File: src/rtl/cfg0_pkg.sv
package cfg0_pkg;
  localparam int ADDR_W  = 32;
  localparam int SEL_LSB = 11;
  localparam int SEL_W   = ADDR_W - SEL_LSB;

  typedef enum logic [1:0] {
    ST_IDLE,
    ST_ADDR,
    ST_WAIT,
    ST_RESP
  } cfgState_t;

  // strobes from control to datapath
  typedef struct packed {
    logic latchReq;  // capture request and decoded address
    logic loadRsp;   // capture target data (zero for writes)
    logic zeroRsp;   // completion without target data
  } cfgStrobes_t;
endpackage

File: src/rtl/cfg0_datapath.sv
module cfg0_datapath
  import cfg0_pkg::*;
#(
  parameter int AW = ADDR_W
) (
  input  logic          clk,
  input  logic          rstN,
  input  logic          regWrEn,
  input  logic [AW-1:0] regWrData,
  input  logic          reqWrite,
  input  logic [AW-1:0] reqWrData,
  input  logic [AW-1:0] tgtRdData,
  input  cfgStrobes_t   strobes,
  output logic          cfgEnable,
  output logic          devOk,
  output logic [AW-1:0] busAddr,
  output logic          busWrite,
  output logic [AW-1:0] busWrData,
  output logic [AW-1:0] rspRdData
);
  localparam int SW = AW - SEL_LSB;

  logic [AW-1:0] cfgReg;
  logic [4:0]    devNum;
  logic [SW-1:0] selVec;
  logic [AW-1:0] addrNext;
  logic          unusedCfg;

  always_ff @(posedge clk) begin
    if (!rstN)        cfgReg <= '0;
    else if (regWrEn) cfgReg <= regWrData;
  end

  assign devNum    = cfgReg[15:11];
  assign cfgEnable = cfgReg[AW-1];
  assign unusedCfg = ^cfgReg[AW-2:16];

  // one select line per reachable device slot
  for (genvar i = 0; i < SW; i++) begin : g_sel
    assign selVec[i] = (int'(devNum) == i);
  end

  assign devOk    = |selVec;
  assign addrNext = {selVec, cfgReg[10:8], cfgReg[7:2], 2'b00};

  always_ff @(posedge clk) begin
    if (!rstN) begin
      busAddr   <= '0;
      busWrite  <= 1'b0;
      busWrData <= '0;
    end else if (strobes.latchReq) begin
      busAddr   <= addrNext;
      busWrite  <= reqWrite;
      busWrData <= reqWrData;
    end
  end

  always_ff @(posedge clk) begin
    if (!rstN)                 rspRdData <= '0;
    else if (strobes.loadRsp)  rspRdData <= busWrite ? '0 : tgtRdData;
    else if (strobes.zeroRsp)  rspRdData <= '0;
  end
endmodule

File: src/rtl/cfg0_control.sv
module cfg0_control
  import cfg0_pkg::*;
#(
  parameter int TIMEOUT = 5
) (
  input  logic        clk,
  input  logic        rstN,
  input  logic        reqValid,
  input  logic        tgtAck,
  input  logic        cfgEnable,
  input  logic        devOk,
  output cfgStrobes_t strobes,
  output logic        busValid,
  output logic        rspValid,
  output logic        busy
);
  localparam int CNT_W = $clog2(TIMEOUT + 1);

  cfgState_t  state, stateNext;
  logic [CNT_W-1:0] waitCnt;

  always_comb begin
    stateNext = state;
    strobes   = '0;
    unique case (state)
      ST_IDLE: if (reqValid) begin
        strobes.latchReq = 1'b1;
        if (cfgEnable && devOk) stateNext = ST_ADDR;
        else begin
          strobes.zeroRsp = 1'b1;
          stateNext       = ST_RESP;
        end
      end
      ST_ADDR: stateNext = ST_WAIT;
      ST_WAIT: begin
        if (tgtAck) begin
          strobes.loadRsp = 1'b1;
          stateNext       = ST_RESP;
        end else if (waitCnt == CNT_W'(TIMEOUT - 1)) begin
          strobes.zeroRsp = 1'b1;
          stateNext       = ST_RESP;
        end
      end
      ST_RESP: stateNext = ST_IDLE;
      default: stateNext = ST_IDLE;
    endcase
  end

  always_ff @(posedge clk) begin
    if (!rstN) begin
      state   <= ST_IDLE;
      waitCnt <= '0;
    end else begin
      state <= stateNext;
      if (state == ST_WAIT) waitCnt <= waitCnt + 1'b1;
      else                  waitCnt <= '0;
    end
  end

  assign busValid = (state == ST_ADDR);
  assign rspValid = (state == ST_RESP);
  assign busy     = (state != ST_IDLE);
endmodule

File: src/rtl/cfg0_access_gen.sv
module cfg0_access_gen
  import cfg0_pkg::*;
#(
  parameter int TIMEOUT = 5
) (
  input  logic        clk,
  input  logic        rstN,
  input  logic        regWrEn,
  input  logic [31:0] regWrData,
  input  logic        reqValid,
  input  logic        reqWrite,
  input  logic [31:0] reqWrData,
  output logic        reqReady,
  output logic        busValid,
  output logic [31:0] busAddr,
  output logic        busWrite,
  output logic [31:0] busWrData,
  input  logic        tgtAck,
  input  logic [31:0] tgtRdData,
  output logic        rspValid,
  output logic [31:0] rspRdData
);
  cfgStrobes_t strobes;
  logic cfgEnable, devOk, busy;

  cfg0_control #(.TIMEOUT(TIMEOUT)) u_ctrl (
    .clk(clk), .rstN(rstN), .reqValid(reqValid), .tgtAck(tgtAck),
    .cfgEnable(cfgEnable), .devOk(devOk), .strobes(strobes),
    .busValid(busValid), .rspValid(rspValid), .busy(busy)
  );

  cfg0_datapath #(.AW(32)) u_dp (
    .clk(clk), .rstN(rstN), .regWrEn(regWrEn), .regWrData(regWrData),
    .reqWrite(reqWrite), .reqWrData(reqWrData), .tgtRdData(tgtRdData),
    .strobes(strobes), .cfgEnable(cfgEnable), .devOk(devOk),
    .busAddr(busAddr), .busWrite(busWrite), .busWrData(busWrData),
    .rspRdData(rspRdData)
  );

  assign reqReady = !busy;
endmodule

File: config.mk
export PLATFORM = sky130hd
export DESIGN_NAME = cfg0_access_gen
export DESIGN_NICKNAME = d
export VERILOG_FILES = /design/src/rtl/cfg0_pkg.sv /design/src/rtl/cfg0_datapath.sv /design/src/rtl/cfg0_control.sv /design/src/rtl/cfg0_access_gen.sv
export SDC_FILE = /design/constraint.sdc
export NUM_CORES = 1
export LEC_CHECK = 0
export CORE_ASPECT_RATIO = 0.7
export CORE_MARGIN = 2
export CORE_UTILIZATION = 30
export CTS_CLUSTER_DIAMETER = 150
export DETAILED_ROUTE_END_ITERATION = 8
export PLACE_DENSITY = 0.58
export SYNTH_ARGS = -nofsm -noshare
export SYNTH_HDL_FRONTEND = slang
export SYNTH_HIERARCHICAL = 1
export SYNTH_SLANG_ARGS = --single-unit
File: constraint.sdc
create_clock -name clk -period 4.3 [get_ports clk]
set_input_delay 1.075 -clock clk [delete_from_list [all_inputs] [get_ports clk]]
set_output_delay 1.075 -clock clk [all_outputs]
set_load 0.005 [all_outputs]
==> run summary <==
The synthesized area divided by synthesized cell count is 10.8 sq um. Summed over all instances, the cell type with the most area after synthesis is sky130_fd_sc_hd__dfxtp_1. The fraction of power consumed by sequential logic is 36.8%. Counting instances in the post-synthesis netlist gives the leading cell types as sky130_fd_sc_hd__dfxtp_1, sky130_fd_sc_hd__nor2b_1, sky130_fd_sc_hd__mux2i_1.

Measured along the x axis, the die boundary spans 156 um. The average detailed-routed wire length per instance came out at 15.9 um. The share of total power in combinational logic is roughly 25%. The async set-or-reset flop fraction in the synthesized netlist came out at 0%. Yosys instantiated no cell more often than sky130_fd_sc_hd__dfxtp_1. The total CTS buffers came out at 17.

The maximum fanout encountered on the critical timing path is 26. The initial antenna violation count came out at 1. Among all flip-flop cells after synthesis, the most frequent one is sky130_fd_sc_hd__dfxtp_1. The max-slew headroom at the worst pin is 26.0%. The synthesis-to-layout area growth is 50.5%. The number of resized instances in the post-cts repair step came out at 0. The global-route total usage across every layer came out at 15.5%. The share of the yosys chip area belonging to registers is ~47%. The first global-routing pass estimated 21,100 um of wire. In this run the register-to-register setup slack is about 1.9 ns.

The critical path starts at reqValid. The cell-internal power is roughly 2500 uW. The compound-gate portion of the synthesized area is 9.60%. The count of state elements after synthesis came out at between 100 and 150. STA classifies the critical path endpoint as a register. The half-perimeter wire length after detailed placement is 9080 um. The number of standard cells in the layout, taps in and fillers out came out at a little over 800. The tightest hold margin is 0.472 ns. The final clock skew is approximately 0.012 ns.

In this run the clock root is driven by a sky130_fd_sc_hd__clkbuf_16. After technology mapping, the gate count stands at about 450. The core region is 15,700 sq um. Wires add up to around 13,000 um. The count of standard-cell rows is 38. OpenSTA, run right after detailed placement, puts the worst setup slack at 1.15 ns. The clock period minus worst slack is around 2.7 ns. The switching component of the power is 920 uW. The proportion of total power due to net switching came out at roughly 27%. Global routing used 24.5% of the available met2 tracks.

In this run the deepest clock path goes through 2 buffers. The total power density per cell area is 464 nW/um^2. The ratio of routed vias to standard cells came out at between 4 and 5.

Among all stages on the critical path, the largest delay is contributed by sky130_fd_sc_hd__or4b_1. After synthesis, the largest family of logic cells by area is simple AND/OR/NAND/NOR gates. TritonCTS built the clock tree. The number of buffer cells added on primary ports came out at 182. Setup repair after global routing left no endpoint under its margin.

In this run, the clock network consumes between 30% and 40% of the power. The critical path goes through clkdlybuf4s50_1 > and2_4 > buf_4 > or4b_1 > o21ai_1. The number of top-level design ports is 202. The number of enable-type register cells in the synthesized netlist came out at 0.

The portion of the clock cycle consumed by the worst path in the final layout came out at 63.9%. The H-tree was split into 4 levels. At the end of routability-driven placement, the weighted congestion stood at 0.729.

The repair_antennas step left the layout with diodes totalling 0. The worst IR drop on VDD came out at 0.000232 V. The share of post-route cells with drive strength above 1 came out at 8.11%. In the final design database the tool counted 725 nets. By area the synthesized netlist is led by sky130_fd_sc_hd__dfxtp_1, sky130_fd_sc_hd__mux2i_1, sky130_fd_sc_hd__nor2b_1. The total number of yosys warnings is 6. The post-synthesis adder-cell area fraction is 1.80%. The layer flagged by global routing as most heavily used is met2. The insertion delay of the later-clocked pin in the worst-skew pair is 0.40 ns. The post-cts hold buffer count came out at 0.

The post-CTS setup buffer count is 0. The via count of the first global-routing pass came to 3,956. The number of instances in the placed design came out at ~800.

The total overflow left after global routing is 0. The leakage power is 0.00264 uW. For the worst setup path, the data required time is 4.63 ns. The first detailed-routing pass ran for 4 iterations.

The number of setup violations in the final report is 0. The mapped cell area came out at 4860 sq um. The flow ran to the end, and the final reports show no timing, DRC or antenna violations. The endpoint identified for the worst register-to-register timing path is u_dp/rspRdData[31].

The share of Yosys cell area claimed by the top area cell type came out at around 47%. Of the total synthesized cell area, the portion taken by XOR and XNOR cells is less than 1%. The detail route stage leaves a number of antenna-violating nets equal to 0. The maximum operating frequency is around 360 MHz. The worst setup path is launched from a primary input. After layout, the worst setup slack is about 1.6 ns. The clock net sink count came out at between 100 and 150. Entering global routing, the biggest net connects 78 pins.

For this block, the initial DRC count from the detailed router was 181. After detailed routing, the number of remaining DRC violations is 0. The mux cell area share after synthesis came out at about an eighth. The met3 layer usage reported by global route is 5.38%. The final count of pins violating max slew is 0. In this design, the stage delay of the slowest critical-path cell is ~0.54 ns. The reg-to-reg critical path startpoint is u_dp/cfgReg[13].

The y dimension of the die came out at 110 um. The floorplan step defined a die boundary enclosing 17,200 sq um. For the pin with the worst max-slew slack, the measured transition is about 1.1 ns. For this run, the share of the core covered by cells in the final layout is 46.6%.

The overall via count from detail_route came out at just under 4,000. The worst setup path is of the in -> reg kind. The fraction of met1 tracks used by global routing came out at 19.6%. The number of distinct library cells after synthesis came out at 42. In this run the worst setup path terminates at u_dp/busAddr[11]. The worst hold path class is reg -> reg.

The final sum of negative setup slack came out at 0 ns. The initial standard-cell utilization of the core is a little under a third. The hold violation total from the final report is 0. The clock-pin slew on the worst setup and hold paths is 0.05 ns. For the worst setup path, the data arrival time is just over 3 ns. Counting cells, the worst reg-to-reg path comes to 6. The number of max-cap violations is 0. The simple-gate area share of the yosys netlist is about 24%.
## worst min-delay path by stage
stage	startpoint	depth (start not counted)	end	slack, ns
after CTS	u_ctrl/waitCnt[0]	1	u_ctrl/waitCnt[0]	0.48
final	u_dp/busAddr[28]	1	u_dp/busAddr[28]	0.47
after floorplan	u_ctrl/waitCnt[0]	1	u_ctrl/waitCnt[0]	0.42
after global routing	u_ctrl/waitCnt[0]	1	u_ctrl/waitCnt[0]	0.49
after detailed placement	u_ctrl/waitCnt[0]	1	u_ctrl/waitCnt[0]	0.45
after global placement	u_ctrl/waitCnt[0]	1	u_ctrl/waitCnt[0]	0.43
## logic make-up after synthesis
family,Yosys count
xor+xnor,1
other cells,1
compound gates,59
fa+ha+maj,7
mux,58
simple gates,161
flops,115
buf+inv,47
## critical path: cells and delay by family
kind            cells  cell delay (ns)
buf+inv             2             0.93
simple gates        2             0.89
compound gates      1             0.16
## state kept, by name, summed over array words and instances (netlist names)
register / count
u_ctrl/state: 2
u_dp/busWrite: 1
u_dp/cfgReg: 15
u_dp/rspRdData: 32
u_dp/busAddr: 30
u_ctrl/waitCnt: 3
u_dp/busWrData: 32
## power by group through the flow
stage | clock network [uW] | logic (uW) | registers [uW]
2_1_floorplan | 0 | 480 | 1270
5_1_grt | 1400 | 927 | 1260
4_1_cts | 1340 | 855 | 1250
6_report | 1300 | 844 | 1250
3_5_place_dp | 0 | 851 | 1270
3_3_place_gp | 0 | 838 | 1260
## area by class of cell
class                   count  area, sq um
clock buffers              22          464
clock inverters            10         83.8
fillers                  1491         8380
inverters                   8         30.0
multi-input cells         288         2330
flip-flops and latches    115         2300
well taps                 200          250
repair buffers            186         1850
## cells in the final DEF (no fill, tap or decap), types with 2 or more instances in the layout
cell type	instances
sky130_fd_sc_hd__and4bb_2	2
sky130_fd_sc_hd__or3b_2	3
sky130_fd_sc_hd__clkbuf_16	17
sky130_fd_sc_hd__clkinvlp_4	2
sky130_fd_sc_hd__nand2_1	4
sky130_fd_sc_hd__clkbuf_8	2
sky130_fd_sc_hd__clkbuf_1	3
sky130_fd_sc_hd__or3b_1	30
sky130_fd_sc_hd__and3b_2	2
sky130_fd_sc_hd__o21ai_1	5
sky130_fd_sc_hd__nand3b_1	41
sky130_fd_sc_hd__o21ai_0	2
sky130_fd_sc_hd__o211ai_1	2
sky130_fd_sc_hd__ha_1	7
sky130_fd_sc_hd__a21boi_1	32
sky130_fd_sc_hd__nor2_1	3
sky130_fd_sc_hd__and3_2	2
sky130_fd_sc_hd__conb_1	2
sky130_fd_sc_hd__inv_1	8
sky130_fd_sc_hd__dfxtp_1	115
sky130_fd_sc_hd__clkdlybuf4s50_1	181
sky130_fd_sc_hd__nand3_1	3
sky130_fd_sc_hd__clkinv_2	6
sky130_fd_sc_hd__mux2i_1	58
sky130_fd_sc_hd__a32o_1	13
sky130_fd_sc_hd__buf_4	4
sky130_fd_sc_hd__nor2b_1	60
## through the flow
step | power (uW) | area, sq um
6_report | 3390 | 7310
5_1_grt | 3600 | 7310
4_1_cts | 3450 | 7310
3_5_place_dp | 2120 | 6760
3_3_place_gp | 2100 | 6760
2_1_floorplan | 1750 | 4860
## layer usage
| layer | vias to the layer above | part of all wire (%) |
|---|---|---|
| li1 | 1914 | - |
| met1 | 1859 | 48 |
| met2 | 102 | 46 |
| met3 | 13 | 5.8 |
| met4 | 2 | 0.98 |
| met5 | - | 0.099 |
(Power assumes the default switching activity.)
